File: src/rtl/i2c_rx_pkg.sv
package i2c_rx_pkg;
  localparam int unsigned BYTE_W = 8;
  localparam int unsigned ADDR_W = 7;
  localparam int unsigned CNT_W  = $clog2(BYTE_W);

  typedef enum logic [2:0] {
    ST_IDLE,
    ST_RECV,
    ST_ACKWAIT,
    ST_ACKDRV,
    ST_SKIP
  } rx_state_e;
endpackage

File: src/rtl/i2c_rx_sampler.sv
module i2c_rx_sampler #(
  parameter int unsigned SYNC_STAGES = 2
) (
  input  logic clk,
  input  logic rst_n,
  input  logic scl_i,
  input  logic sda_i,
  output logic scl_s,
  output logic sda_s,
  output logic scl_rise,
  output logic scl_fall,
  output logic start_det,
  output logic stop_det
);
  logic [SYNC_STAGES-1:0] scl_sync, sda_sync;
  logic scl_q, sda_q;

  genvar g;
  generate
    for (g = 0; g < SYNC_STAGES; g++) begin : g_sync
      always_ff @(posedge clk or negedge rst_n) begin
        if (!rst_n) begin
          scl_sync[g] <= 1'b1;
          sda_sync[g] <= 1'b1;
        end else if (g == 0) begin
          scl_sync[g] <= scl_i;
          sda_sync[g] <= sda_i;
        end else begin
          scl_sync[g] <= scl_sync[(g == 0) ? 0 : g-1];
          sda_sync[g] <= sda_sync[(g == 0) ? 0 : g-1];
        end
      end
    end
  endgenerate

  assign scl_s = scl_sync[SYNC_STAGES-1];
  assign sda_s = sda_sync[SYNC_STAGES-1];

  always_ff @(posedge clk or negedge rst_n) begin
    if (!rst_n) begin
      scl_q <= 1'b1;
      sda_q <= 1'b1;
    end else begin
      scl_q <= scl_s;
      sda_q <= sda_s;
    end
  end

  assign scl_rise  = scl_s & ~scl_q;
  assign scl_fall  = ~scl_s & scl_q;
  assign start_det = scl_s & scl_q & sda_q & ~sda_s;
  assign stop_det  = scl_s & scl_q & ~sda_q & sda_s;

  AST_EDGE_EXCLUSIVE: assert property (@(posedge clk) disable iff (!rst_n)
    !(start_det && stop_det) && !(scl_rise && scl_fall));
endmodule

File: src/rtl/i2c_rx_fsm.sv
module i2c_rx_fsm
  import i2c_rx_pkg::*;
(
  input  logic              clk,
  input  logic              rst_n,
  input  logic              scl_s,
  input  logic              sda_s,
  input  logic              scl_rise,
  input  logic              scl_fall,
  input  logic              start_det,
  input  logic              stop_det,
  input  logic [ADDR_W-1:0] dev_addr_i,
  input  logic              full_i,
  input  logic              ovf_i,
  output logic              byte_done,
  output logic [BYTE_W-1:0] byte_val,
  output logic              rw_clr,
  output logic              rw_set,
  output logic              sda_oe
);
  localparam logic [CNT_W-1:0] LAST_BIT = CNT_W'(BYTE_W - 1);

  rx_state_e         state_q, after_q;
  logic [CNT_W-1:0]  cnt_q;
  logic [BYTE_W-1:0] sh_q;
  logic              is_addr_q, ack_q, oe_q;

  logic last_bit, addr_hit, accept;

  assign byte_val = {sh_q[BYTE_W-2:0], sda_s};
  assign last_bit = (state_q == ST_RECV) && scl_rise && (cnt_q == LAST_BIT)
                    && !start_det && !stop_det;
  assign addr_hit = (byte_val[BYTE_W-1:1] == dev_addr_i);
  assign accept   = !is_addr_q || (addr_hit && !byte_val[0]);

  assign byte_done = last_bit && accept;
  assign rw_clr    = last_bit && is_addr_q && addr_hit && !byte_val[0];
  assign rw_set    = last_bit && is_addr_q && addr_hit && byte_val[0];
  assign sda_oe    = oe_q;

  always_ff @(posedge clk or negedge rst_n) begin
    if (!rst_n) begin
      state_q   <= ST_IDLE;
      after_q   <= ST_IDLE;
      cnt_q     <= '0;
      sh_q      <= '0;
      is_addr_q <= 1'b0;
      ack_q     <= 1'b0;
      oe_q      <= 1'b0;
    end else if (start_det) begin
      state_q   <= ST_RECV;
      cnt_q     <= '0;
      is_addr_q <= 1'b1;
      oe_q      <= 1'b0;
    end else if (stop_det) begin
      state_q <= ST_IDLE;
      oe_q    <= 1'b0;
    end else begin
      unique case (state_q)
        ST_RECV: if (scl_rise) begin
          sh_q  <= byte_val;
          cnt_q <= cnt_q + 1'b1;
          if (cnt_q == LAST_BIT) begin
            state_q <= ST_ACKWAIT;
            ack_q   <= accept && !full_i && !ovf_i;
            after_q <= accept ? ST_RECV : ST_SKIP;
          end
        end
        ST_ACKWAIT: if (scl_fall) begin
          oe_q    <= ack_q;
          state_q <= ST_ACKDRV;
        end
        ST_ACKDRV: if (scl_fall) begin
          oe_q      <= 1'b0;
          state_q   <= after_q;
          cnt_q     <= '0;
          is_addr_q <= 1'b0;
        end
        default: ;
      endcase
    end
  end

  AST_OE_LOW_PHASE: assert property (@(posedge clk) disable iff (!rst_n)
    $rose(oe_q) |-> !scl_s);
  AST_NO_ACK_WHEN_BUSY: assert property (@(posedge clk) disable iff (!rst_n)
    (byte_done && (full_i || ovf_i)) |=> !ack_q);
  AST_SKIP_SILENT: assert property (@(posedge clk) disable iff (!rst_n)
    (state_q == ST_SKIP) |-> (!oe_q && !byte_done));
endmodule

File: src/rtl/i2c_rx_regs.sv
module i2c_rx_regs
  import i2c_rx_pkg::*;
(
  input  logic              clk,
  input  logic              rst_n,
  input  logic              byte_done,
  input  logic [BYTE_W-1:0] byte_val,
  input  logic              rw_clr,
  input  logic              rw_set,
  input  logic              pop,
  input  logic              ovf_clr,
  input  logic              irq_clr,
  output logic [BYTE_W-1:0] buf_o,
  output logic              full_o,
  output logic              ovf_o,
  output logic              irq_o,
  output logic              rw_o
);
  logic [BYTE_W-1:0] buf_q;
  logic full_q, ovf_q, irq_q, rw_q;

  always_ff @(posedge clk or negedge rst_n) begin
    if (!rst_n) begin
      buf_q  <= '0;
      full_q <= 1'b0;
      ovf_q  <= 1'b0;
      irq_q  <= 1'b0;
      rw_q   <= 1'b0;
    end else begin
      if (byte_done && !full_q) begin
        buf_q  <= byte_val;
        full_q <= 1'b1;
      end else if (pop) begin
        full_q <= 1'b0;
      end
      if (byte_done && full_q)  ovf_q <= 1'b1;
      else if (ovf_clr)         ovf_q <= 1'b0;
      if (byte_done)            irq_q <= 1'b1;
      else if (irq_clr)         irq_q <= 1'b0;
      if (rw_set)               rw_q  <= 1'b1;
      else if (rw_clr)          rw_q  <= 1'b0;
    end
  end

  assign buf_o  = buf_q;
  assign full_o = full_q;
  assign ovf_o  = ovf_q;
  assign irq_o  = irq_q;
  assign rw_o   = rw_q;

  AST_FULL_KEEPS_BUF: assert property (@(posedge clk) disable iff (!rst_n)
    (byte_done && full_q) |=> (ovf_q && $stable(buf_q)));
  AST_LOAD_WHEN_FREE: assert property (@(posedge clk) disable iff (!rst_n)
    (byte_done && !full_q) |=> (full_q && buf_q == $past(byte_val)));
  AST_IRQ_PER_BYTE: assert property (@(posedge clk) disable iff (!rst_n)
    byte_done |=> irq_q);
  AST_OVF_STICKY: assert property (@(posedge clk) disable iff (!rst_n)
    (ovf_q && !ovf_clr) |=> ovf_q);
  AST_POP_CLEARS: assert property (@(posedge clk) disable iff (!rst_n)
    (pop && full_q && !byte_done) |=> !full_q);
endmodule

File: src/rtl/i2c_rx_slave.sv
module i2c_rx_slave
  import i2c_rx_pkg::*;
#(
  parameter int unsigned SYNC_STAGES = 2
) (
  input  logic              clk,
  input  logic              rst_n,
  input  logic              scl_i,
  input  logic              sda_i,
  output logic              sda_oe_o,
  input  logic [ADDR_W-1:0] dev_addr_i,
  output logic [BYTE_W-1:0] rx_data_o,
  output logic              rx_valid_o,
  input  logic              rx_ready_i,
  output logic              ovf_o,
  input  logic              ovf_clr_i,
  output logic              irq_o,
  input  logic              irq_clr_i,
  output logic              rw_o
);
  logic scl_s, sda_s, scl_rise, scl_fall, start_det, stop_det;
  logic byte_done, rw_clr, rw_set, full;
  logic [BYTE_W-1:0] byte_val;

  i2c_rx_sampler #(.SYNC_STAGES(SYNC_STAGES)) u_sampler (
    .clk(clk), .rst_n(rst_n), .scl_i(scl_i), .sda_i(sda_i),
    .scl_s(scl_s), .sda_s(sda_s), .scl_rise(scl_rise), .scl_fall(scl_fall),
    .start_det(start_det), .stop_det(stop_det)
  );

  i2c_rx_fsm u_fsm (
    .clk(clk), .rst_n(rst_n), .scl_s(scl_s), .sda_s(sda_s),
    .scl_rise(scl_rise), .scl_fall(scl_fall),
    .start_det(start_det), .stop_det(stop_det), .dev_addr_i(dev_addr_i),
    .full_i(full), .ovf_i(ovf_o), .byte_done(byte_done), .byte_val(byte_val),
    .rw_clr(rw_clr), .rw_set(rw_set), .sda_oe(sda_oe_o)
  );

  i2c_rx_regs u_regs (
    .clk(clk), .rst_n(rst_n), .byte_done(byte_done), .byte_val(byte_val),
    .rw_clr(rw_clr), .rw_set(rw_set), .pop(rx_valid_o && rx_ready_i),
    .ovf_clr(ovf_clr_i), .irq_clr(irq_clr_i),
    .buf_o(rx_data_o), .full_o(full), .ovf_o(ovf_o), .irq_o(irq_o), .rw_o(rw_o)
  );

  assign rx_valid_o = full;
endmodule

File: config.mk
export PLATFORM = sky130hd
export DESIGN_NAME = i2c_rx_slave
export DESIGN_NICKNAME = d
export VERILOG_FILES = /design/src/rtl/i2c_rx_pkg.sv /design/src/rtl/i2c_rx_sampler.sv /design/src/rtl/i2c_rx_fsm.sv /design/src/rtl/i2c_rx_regs.sv /design/src/rtl/i2c_rx_slave.sv
export SDC_FILE = /design/constraint.sdc
export NUM_CORES = 1
export LEC_CHECK = 0
export BUFFER_PORTS_ARGS = -buffer_cell sky130_fd_sc_hd__buf_2
export CAP_MARGIN = 40
export CORE_MARGIN = 4
export CORE_UTILIZATION = 50
export DETAILED_ROUTE_END_ITERATION = 7
export MAX_ROUTING_LAYER = met4
export PLACE_DENSITY = 0.76
export SYNTH_ARGS = -nofsm -noshare
export SYNTH_HDL_FRONTEND = slang
export SYNTH_SLANG_ARGS = --single-unit
File: constraint.sdc
create_clock -name clk -period 2.7 [get_ports clk]
set_input_delay 0.405 -clock clk [delete_from_list [all_inputs] [get_ports clk]]
set_output_delay 0.405 -clock clk [all_outputs]
set_load 0.02 [all_outputs]
# After elaboration in Yosys (flattened, before gate mapping)
# Cells that the tools add are included.
[word_totals]
ff_bits = 37
output_inout_bits = 13
[op_classes]
add_sub_neg = 1
n_eq_ne = 12
mux = 29
n_bitwise = 13
reduce_logical = 37
[op_table]
columns = ["cell", "count"]
rows = [
  ["$mux W3", 11],
  ["$logic_and A1 B1 Y1", 15],
  ["$mux W1", 15],
  ["$ne A4 B2 Y1 const B", 3],
  ["$reduce_bool A2 Y1", 6],
  ["$reduce_and A5 Y1", 2],
  ["$pmux W3 S3", 1],
  ["$reduce_and A4 Y1", 2],
  ["$and A1 B1 Y1", 7],
  ["$eq A7 B7 Y1", 1],
  ["$eq A3 B2 Y1 const B", 2],
  ["$logic_not A1 Y1", 6],
  ["$not A1 Y1", 6],
  ["$pmux W3 S2", 1],
  ["$reduce_and A3 Y1", 2],
  ["$reduce_bool A5 Y1", 1],
  ["$ne A4 B1 Y1 const B", 1],
  ["$reduce_bool A4 Y1", 1],
  ["$add A3 B1 Y3 const B", 1],
  ["$eq A3 B1 Y1 const B", 1],
  ["$eq A3 B3 Y1 const B", 1],
  ["$ne A3 B1 Y1 const B", 1],
  ["$ne A3 B2 Y1 const B", 1],
  ["$reduce_bool A3 Y1", 1],
  ["3 further kinds", 3],
]

# Logic depth before layout (Yosys ltp)
# Gate-level depths: netlist of run 1.
[depth]
depth_word = 11
mapped_depth = 6
ltp_nobuf = 5

# Cells and area by module
# From an unflattened synthesis of run 1, not the netlist that was laid out.
[unflattened]
hier_cells = 135
hier_area_um2 = 1614.0
[by_module_without_submodules]
columns = ["module", "instances", "cells_per_inst", "area_per_inst_um2", "seq_area_each_um2"]
rows = [
  ["i2c_rx_fsm", 1, 93, 928.4, 450.4],
  ["i2c_rx_regs", 1, 31, 489.2, 300.3],
  ["i2c_rx_sampler", 1, 10, 190.2, 157.7],
  ["i2c_rx_slave", 1, 1, 6.3, 0.0],
]

# Worst setup path after synthesis of run 1
# Ideal clock, no wire load.
[synth_path]
path_type = "register to register"
startpoint = "register u_sampler.scl_sync[1], in the netlist u_sampler.scl_s"
endpoint = "register u_regs.rw_q, in the netlist u_regs.rw_o"
arrival_time_ns = 1.686
required_time_ns = 2.572
path_slack_ns = 0.886
stages_incl_launch_ff = 6
n_path_buf = 1
cell_sequence = "dfstp_2 > buf_4 > nor3b_4 > nand3_1 > nor4_1 > mux2_1"
[synth_via]
elab_chain_cells = 10
elab_cells_between_ends = 18
[synth_lines]
columns = ["item", "line", "text"]
rows = [
  ["start, declared", "i2c_rx_sampler.sv:15", "logic [SYNC_STAGES-1:0] scl_sync, sda_sync;"],
  ["start signal, assigned by index", "i2c_rx_sampler.sv:26", "scl_sync[g] <= scl_i;"],
  ["start signal, assigned by index", "i2c_rx_sampler.sv:29", "scl_sync[g] <= scl_sync[(g == 0) ? 0 : g-1];"],
  ["$and A1 B1 Y1", "i2c_rx_sampler.sv:51, i2c_rx_sampler.sv:52", ""],
  ["$and A1 B1 Y1 (2 in a row)", "i2c_rx_sampler.sv:51", "assign start_det = scl_s & scl_q & sda_q & ~sda_s;"],
  ["$logic_not A1 Y1", "i2c_rx_fsm.sv:32", "&& !start_det && !stop_det;"],
  ["$logic_and A1 B1 Y1", "i2c_rx_fsm.sv:32", ""],
  ["$logic_and A1 B1 Y1 *", "i2c_rx_fsm.sv:32", ""],
  ["$logic_and A1 B1 Y1 * (2 in a row)", "i2c_rx_fsm.sv:37, i2c_rx_fsm.sv:38", ""],
  ["$logic_and A1 B1 Y1, on equally long branches", "i2c_rx_fsm.sv:38, i2c_rx_fsm.sv:37", ""],
  ["$mux W1 / $reduce_bool A2 Y1 (equally long branches)", "--", ""],
  ["end signal, assigned", "i2c_rx_regs.sv:28", "rw_q <= 1'b0;"],
  ["end signal, assigned", "i2c_rx_regs.sv:40", "if (rw_set) rw_q <= 1'b1;"],
  ["end signal, assigned", "i2c_rx_regs.sv:41", "else if (rw_clr) rw_q <= 1'b0;"],
  ["end, declared", "i2c_rx_regs.sv:20", "logic full_q, ovf_q, irq_q, rw_q;"],
]
# Every way passes the cells marked *; elsewhere a longest branch is shown, timed or not.
# A chain may end at the register's enable or synchronous reset.

# Worst setup path after layout of run 1
[layout_path]
startpoint = "register u_sampler.scl_sync[1], in the netlist u_sampler.scl_s"
endpoint = "register u_regs.buf_q[3], in the netlist u_regs.buf_o[3]"
[layout_via]
elab_chain_cells = 8
elab_cells_between_ends = 14
[layout_lines]
columns = ["item", "line", "text"]
rows = [
  ["$and A1 B1 Y1", "i2c_rx_sampler.sv:51, i2c_rx_sampler.sv:52", ""],
  ["$and A1 B1 Y1 (2 in a row)", "i2c_rx_sampler.sv:51", ""],
  ["$logic_not A1 Y1", "i2c_rx_fsm.sv:32", ""],
  ["$logic_and A1 B1 Y1", "i2c_rx_fsm.sv:32", ""],
  ["$logic_and A1 B1 Y1 *", "i2c_rx_fsm.sv:32", ""],
  ["$logic_and A1 B1 Y1 *", "i2c_rx_fsm.sv:36", "assign byte_done = last_bit && accept;"],
  ["$logic_and A1 B1 Y1 *", "i2c_rx_regs.sv:30", "if (byte_done && !full_q) begin"],
  ["end signal, assigned", "i2c_rx_regs.sv:31", "buf_q <= byte_val;"],
  ["end, declared", "i2c_rx_regs.sv:19", "logic [BYTE_W-1:0] buf_q;"],
]
# Marks and branches as above.

==> out/results.txt, run 1 <==
Starting Density = 53.4%
final wirelength = 3.73 mm
Row Count = 21
cell internal pwr = 993 uW
DP HPWL = 2.57 mm
syn nets = 181
clock skew = 0.00848 ns
share of cells above drive strength 1 = 27.5%
leakage = 0.000936 uW
die width = 68.7 um
Top Ports = 27
placed instance area = 0.00201 sq mm
clock-pin slew on the worst setup and hold paths = 0.08 ns
H-tree lvl count = 2
fin area = 0.00210 sq mm
Cells after Synth = 165
IO Port Bufs = 26
chip height = 68.7 um
antenna-violating nets left = 0
Synth Flop Type = dfrtp_1
final setup vio count = 0
worst endpoint required time = 2.93 ns
Hold Path Class = in2async
Final WS setup = 0.558 ns
via/cell ratio = 5.75
cts repair resizes = 0
DP Cell Count = 231
post-synth cell types = 38
number of synthesized register bits = 36
Final period util = 79.3%
P per Cell Area = 710 mW/mm^2
ys async rst share = 100%
diodes inserted = 0
Crit Path Max Fanout = 14
drt wl/cell = 15.6 um
# nets final = 208
CTS tree = yes
Worst-Margin Slew = 0.773 ns
drc violations = 0
overall power = 1490 uW
initial DRC count = 134
combinational power share = 25.6%
CTS max path bufs = 2
Crit Path Category = reg2reg
crit end category = register
postcts setup bufs = 0
Max Clock Freq = 467 MHz
number of synthesized flops with an enable pin = 0
initial antenna violation count = 0
Max transition margin = 48.5%
DRT Pass-1 Iters = 4
first-pass GRT wire length = 6.56 mm
setup tns final = 0 ns
Clock Tree Root = clkbuf_8
Max-cap violations = 0
outcome = completed
Switching Share = 33.2%
Tmin final = 2.14 ns
Clock Power Share = 25.5%
Final Hold Viols = 0
Sw Pwr = 494 uW
die area = 0.00471 sq mm
share of Yosys cell area claimed by the top area cell type = 40.8%
pre-CTS setup slack = 0.634 ns
Yosys warning count = 0
Post-CTS Hold Buffers = 0
RSZ-0062 raised after global routing = no
fin. max-slew vios = 0
Via Count = 1375
Synth area leader = dfrtp_1
Mapped Area = 0.00184 sq mm
worst vdd ir = 0.421 mV
largest net degree at the start of global routing = 37
sequential share of the synthesized area = 49.4%
crit path launch type = register
Worst-Skew Late Latency = 0.29 ns
worst path arrival time = 2.37 ns
gpl congestion = 0.781
grt total ovfl = 0
top post-synthesis cells by area = dfrtp_1 41%, dfstp_2 8.6%, mux2i_1 6.5%, mux2_2 4.9%, xnor2_1 3.8%
Flop pwr share = 48.9%
GRT Total Usage = 19.6%
Num CTS Buffers = 5
CORE AREA = 0.00344 sq mm
clk sinks = 36
vias in the first global route = 1372
Syn-to-layout area delta = 13.9%
post-route insts no fill = 239
syn_area_per_cell = 11.1 sq um
## stage by stage
step	utilization, %	hold WS [ns]
4_1_cts	60.9	0.196
3_5_place_dp	58.3	0.350
5_1_grt	60.9	0.195
3_3_place_gp	58.3	0.347
2_1_floorplan	-	0.109
6_report	60.9	0.187
## routing by layer
metal	part of all wire (%)	vias to the layer above	global-route usage [%]	wire length [um]
met5	0	-	-	0
met1	43	679	23.6	1620
met4	1.3	0	5.96	50
li1	-	656	-	-
met3	5.5	5	4.86	206
met2	50	35	32.3	1850
## flip-flops by register name (all words and copies together) (netlist names), 2 cells and up
name	count
u_fsm.after_q	2
u_fsm.sh_q	7
u_regs.buf_o	8
u_fsm.cnt_q	3
u_fsm.state_q	3
## worst max-delay path, stage by stage, from the launching register on
cell     delay (ns)
dfstp_2        0.63
nor3b_4        0.32
nand4_2        0.38
or4_1          0.66
nand3_1        0.09
## logic make-up (layout without fill, tap and decap cells)
kind of cell | count (synthesis) | in the layout | share of synthesized area (%)
AO/OA/AOI/OAI | 26 | 26 | 10.6
XOR/XNOR | 8 | 8 | 3.81
adder cells (fa/ha/maj) | 2 | 2 | 1.36
buffers and inverters | 16 | 44 | 3.67
flip-flops | 36 | 36 | 49.4
multiplexers | 23 | 23 | 13.3
AND/OR/NAND/NOR | 54 | 54 | 17.9
## cell usage in the layout, fill, tap and decap left out, drive strengths merged, types with 2 or more instances in the layout
cell     n
nand2    7
xnor2    8
o22ai    3
nor2     4
a21oi    4
mux2i   12
o21ai    2
o311ai   7
nand2b   8
ha       2
dfstp    6
or4      7
nor2b   11
and3     2
mux2    11
buf     29
nand3    9
clkbuf   5
inv      7
clkinv   3
nand4    2
dfrtp   30
## cell usage after synthesis (2+ instances only)
cell,n
a21oi_1,4
and3_1,2
buf_2,3
clkbuf_1,5
dfrtp_1,30
dfstp_2,6
ha_1,2
inv_1,7
mux2_1,3
mux2_2,8
mux2i_1,12
nand2_1,7
nand2b_1,8
nand3_1,9
nor2_1,4
nor2b_1,11
o21ai_0,2
o22ai_1,3
o311ai_1,7
or4_1,7
xnor2_1,8
## worst paths after layout
check / from / to / slack, ns / cells after the start
setup / recovery: u_sampler.scl_s$_DFF_PN1_ / u_regs.buf_o[3]$_DFFE_PN0P_ / 0.56 / 4
hold / removal: rst_n / u_regs.buf_o[7]$_DFFE_PN0P_ / 0.19 / 1
setup reg to reg: u_sampler.scl_s$_DFF_PN1_ / u_regs.buf_o[3]$_DFFE_PN0P_ / 0.56 / 4
hold reg to reg: u_sampler.scl_sync[0]$_DFF_PN1_ / u_sampler.scl_s$_DFF_PN1_ / 0.36 / 0
max in group asynchronous: rst_n / u_fsm.sh_q[2]$_DFFE_PN0P_ / 2.02 / 1
min in group clk: scl_i / u_sampler.scl_sync[0]$_DFF_PN1_ / 0.21 / 1
## power groups by stage
stage	logic (uW)	registers [uW]	clock network, uW
6_report	381	728	379
5_1_grt	433	740	408
4_1_cts	384	727	392
3_5_place_dp	380	737	0
3_3_place_gp	355	727	0
2_1_floorplan	290	710	0
## layout make-up
| cell class | instances | area, sq um |
|---|---|---|
| fillers | 285 | 1350 |
| flip-flops and latches | 36 | 908 |
| multi-input cells | 113 | 863 |
| repair buffers | 29 | 153 |
| clock buffers | 5 | 68.8 |
| well taps | 46 | 57.6 |
| inverters | 7 | 26.3 |
| clock inverters | 3 | 18.8 |
(Power assumes the default switching activity.)
==> run 2, diff against run 1 <==
--- a/config.mk
+++ b/config.mk
@@ -5,13 +5,14 @@
 export SDC_FILE = /design/constraint.sdc
 export NUM_CORES = 1
 export LEC_CHECK = 0
+export ABC_AREA = 1
 export BUFFER_PORTS_ARGS = -buffer_cell sky130_fd_sc_hd__buf_2
 export CAP_MARGIN = 40
 export CORE_MARGIN = 4
 export CORE_UTILIZATION = 50
 export DETAILED_ROUTE_END_ITERATION = 7
 export MAX_ROUTING_LAYER = met4
-export PLACE_DENSITY = 0.76
+export PLACE_DENSITY = 0.8
 export SYNTH_ARGS = -nofsm -noshare
 export SYNTH_HDL_FRONTEND = slang
 export SYNTH_SLANG_ARGS = --single-unit
==> constraint.sdc (replaced) <==
create_clock -name clk -period 1.75 [get_ports clk]
set_input_delay 0.2625 -clock clk [delete_from_list [all_inputs] [get_ports clk]]
set_output_delay 0.2625 -clock clk [all_outputs]
set_load 0.02 [all_outputs]
==> run 2 against run 1 <==
Register-to-register slack worse by 0.36 ns; power up 63%; sequential power up 51%; sequential share of layout area up 2.7 points; via count down 4.1%; area after synthesis down 9.2%; synthesized cell count up 11%; worst hold slack worse by 0.091 ns; die area down 8.1%; utilization up 2.2 points; non-clock buffer count up 2.
==> out/results.txt, run 2 <==
outcome = completed
FF-to-FF path depth = 9 (+5)
crit path launch type = register
top post-synthesis cells by area = dfrtp_1 45%, nand2_1 13%, dfstp_2 9.4%, nand4_1 3.7%, inv_1 3.4%
combinational power share = 28.3% (+2.7 points)
Starting Density = 53.4% (about the same)
clk sinks = 36 (unchanged)
Sw Pwr = 815 uW (+65%)
syn_area_per_cell = 9.13 sq um (-18%)
most frequent cells in the layout = 59 x nand2_1, 30 x dfrtp_1, 26 x buf_2, 15 x inv_1, 10 x nand4_1
number of synthesized flops with an enable pin = 0 (unchanged)
ys async rst share = 100% (unchanged)
Hold Path End = u_regs.full_o$_DFFE_PN0P_
Mapped Area = 0.00167 sq mm (-9.2%)
Max transition margin = 70.8% (+22 points)
CTS max path bufs = 2 (unchanged)
syn nets = 199 (+9.9%)
CTS tree = yes
Clock Power Share = 26.4% (+0.9 points)
gpl congestion = 0.812 (+3.9%)
leakage = 0.00106 uW (+13%)
GRT Total Usage = 16.7% (-2.9 points)
worst endpoint required time = 1.99 ns (-0.94 ns)
first-pass GRT wire length = 5.31 mm (-19%)
max FFs per register = 8 (unchanged)
top-count cell post-synth = nand2_1
Final period util = 88.6% (+9.3 points)
clock skew = 0.00736 ns (-0.00112 ns)
number of synthesized register bits = 36 (unchanged)
Syn-to-layout area delta = 18.1%
cts repair resizes = 0 (unchanged)
worst path arrival time = 1.79 ns (-0.58 ns)
IO Port Bufs = 26 (unchanged)
P per Cell Area = 1230 mW/mm^2 (+74%)
worst vdd ir = 0.659 mV (+56%)
die width = 65.8 um (-4.2%)
initial antenna violation count = 0 (unchanged)
Worst-Margin Slew = 0.438 ns (-0.335 ns)
DRT Pass-1 Iters = 4 (unchanged)
fin. max-slew vios = 0 (unchanged)
Crit Path Category = reg2reg
fin area = 0.00197 sq mm (-5.9%)
Worst R2R Start = u_sampler.scl_s$_DFF_PN1_
DP HPWL = 2.29 mm (-11%)
diodes inserted = 0 (unchanged)
Num CTS Buffers = 5 (unchanged)
initial DRC count = 50 (-63%)
commonest cells in the netlist = 59 x nand2_1, 30 x dfrtp_1, 15 x inv_1
drt wl/cell = 11.7 um (-25%)
final setup vio count = 0 (unchanged)
final wirelength = 3.09 mm (-17%)
Synth Flop Type = dfrtp_1
hold path start = rx_ready_i
share of cells above drive strength 1 = 27.4% (-0.064 points)
Top Ports = 27 (unchanged)
via/cell ratio = 5.01 (-13%)
Clock Tree Root = clkbuf_4
H-tree lvl count = 2 (unchanged)
setup tns final = 0 ns (unchanged)
sequential share of the synthesized area = 54.4% (+5.0 points)
placed instance area = 0.00185 sq mm (-8.0%)
clock-pin slew on the worst setup and hold paths = 0.11 ns (+0.03 ns)
reg2reg end = u_regs.buf_o[5]$_DFFE_PN0P_
grt total ovfl = 0 (unchanged)
RSZ-0062 raised after global routing = no
drc violations = 0 (unchanged)
Worst-Skew Late Latency = 0.33 ns (+0.04 ns)
Flop pwr share = 45.3% (-3.6 points)
Row Count = 20 (-4.8%)
share of Yosys cell area claimed by the top area cell type = 44.9% (+4.1 points)
commonest non-fill, non-tap cell in the layout = nand2_1
Max-cap violations = 0 (unchanged)
FF-to-FF setup slack = 0.20 ns (-0.36 ns)
Hold Path Depth = 2
cell internal pwr = 1620 uW (+63%)
Final Hold Viols = 0 (unchanged)
Tmin final = 1.55 ns (-0.592 ns)
largest net degree at the start of global routing = 37 (unchanged)
Synth area leader = dfrtp_1
Switching Share = 33.5% (+0.28 points)
Yosys warning count = 0 (unchanged)
vias in the first global route = 1248 (-9.0%)
# nets final = 234 (+13%)
Hold Path Class = in2reg
Via Count = 1318 (-4.1%)
Crit Path Max Fanout = 14 (unchanged)
crit end category = register
overall power = 2430 uW (+63%)
CORE AREA = 0.00313 sq mm (-9.1%)
antenna-violating nets left = 0 (unchanged)
Max Clock Freq = 645 MHz (+38%)
post-synth cell types = 28 (-26%)
Cells after Synth = 183 (+11%)
chip height = 65.8 um (-4.2%)
die area = 0.00433 sq mm (-8.1%)
run 2: power by group through the flow:
stage	Combinational (uW)	Sequential (uW)	Clock (uW)
finish	688	1100	643
CTS	695	1100	661
detailed placement	687	1110	0
global route	799	1120	694
floorplan	527	1100	0
global placement	667	1110	0
run 2: timing repair:
action	4_1_cts	5_1_grt
hold buffers	1	2
hold endpoints to repair	30	2
buffers inserted	0	0
setup endpoints to repair	0	0
run 2: per-layer routing:
metal	vias to the layer above	track usage, %	share of wire (%)
met3	10	5.61	5.6
li1	661	-	-
met4	0	8.03	2.6
met2	31	26.2	46
met5	-	-	0
met1	616	19.3	46
run 2: worst max path at each step:
stage,start,cells past startpoint,endpoint
after floorplan,u_sampler.scl_s$_DFF_PN1_,9,u_regs.rw_o$_DFFE_PN0P_
after global placement,u_sampler.scl_s$_DFF_PN1_,9,u_regs.buf_o[4]$_DFFE_PN0P_
after detailed placement,u_sampler.scl_s$_DFF_PN1_,9,u_regs.buf_o[5]$_DFFE_PN0P_
after CTS,u_sampler.scl_s$_DFF_PN1_,9,u_regs.buf_o[0]$_DFFE_PN0P_
after global routing,u_sampler.sda_s$_DFF_PN1_,6,u_fsm.cnt_q[1]$_DFFE_PN0P_
final,u_sampler.scl_s$_DFF_PN1_,9,u_regs.buf_o[5]$_DFFE_PN0P_
run 2: metrics by stage:
| step | hold slack [ns] | utilization [%] | worst slack (ns) | cells |
|---|---|---|---|---|
| after global routing | 0.0801 | 63.0 | 0.0362 | 263 |
| final | 0.0953 | 63.0 | 0.200 | 263 |
| after detailed placement | 0.322 | 59.0 | 0.203 | 252 |
| after floorplan | -0.0331 | - | 0.350 | 183 |
| after CTS | 0.00382 | 62.4 | 0.188 | 261 |
| after global placement | 0.319 | 59.0 | 0.245 | 252 |
run 2: cell type report:
class                           count  area [sq um]
Multi-Input combinational cell    123           654
Inverter                           21          83.8
Clock buffer                        7          65.1
Timing Repair Buffer               31           175
Fill cell                         268          1160
Tap cell                           44          55.1
Clock inverter                      1          30.0
Sequential cell                    36           908
run 2: cell families (layout without fill, tap and decap cells):
| kind of cell | Yosys count | after routing | share of synthesized area [%] |
|---|---|---|---|
| AOI/OAI and AO/OA | 24 | 24 | 8.39 |
| and+or+nand+nor | 92 | 92 | 26.7 |
| DFF | 36 | 36 | 54.4 |
| xor gates and xnor gates | 5 | 5 | 2.62 |
| buffers and inverters | 24 | 60 | 6.44 |
| adders and majority gates | 2 | 2 | 1.50 |
run 2: worst max-delay path, stage by stage (launching register included):
cell      delay, ns
dfstp_2        0.61
inv_2          0.04
nor2_2         0.11
inv_2          0.08
nor2_8         0.17
nand2_4        0.08
clkinv_4       0.11
nand3_4        0.12
nand2_1        0.09
nand2_1        0.05
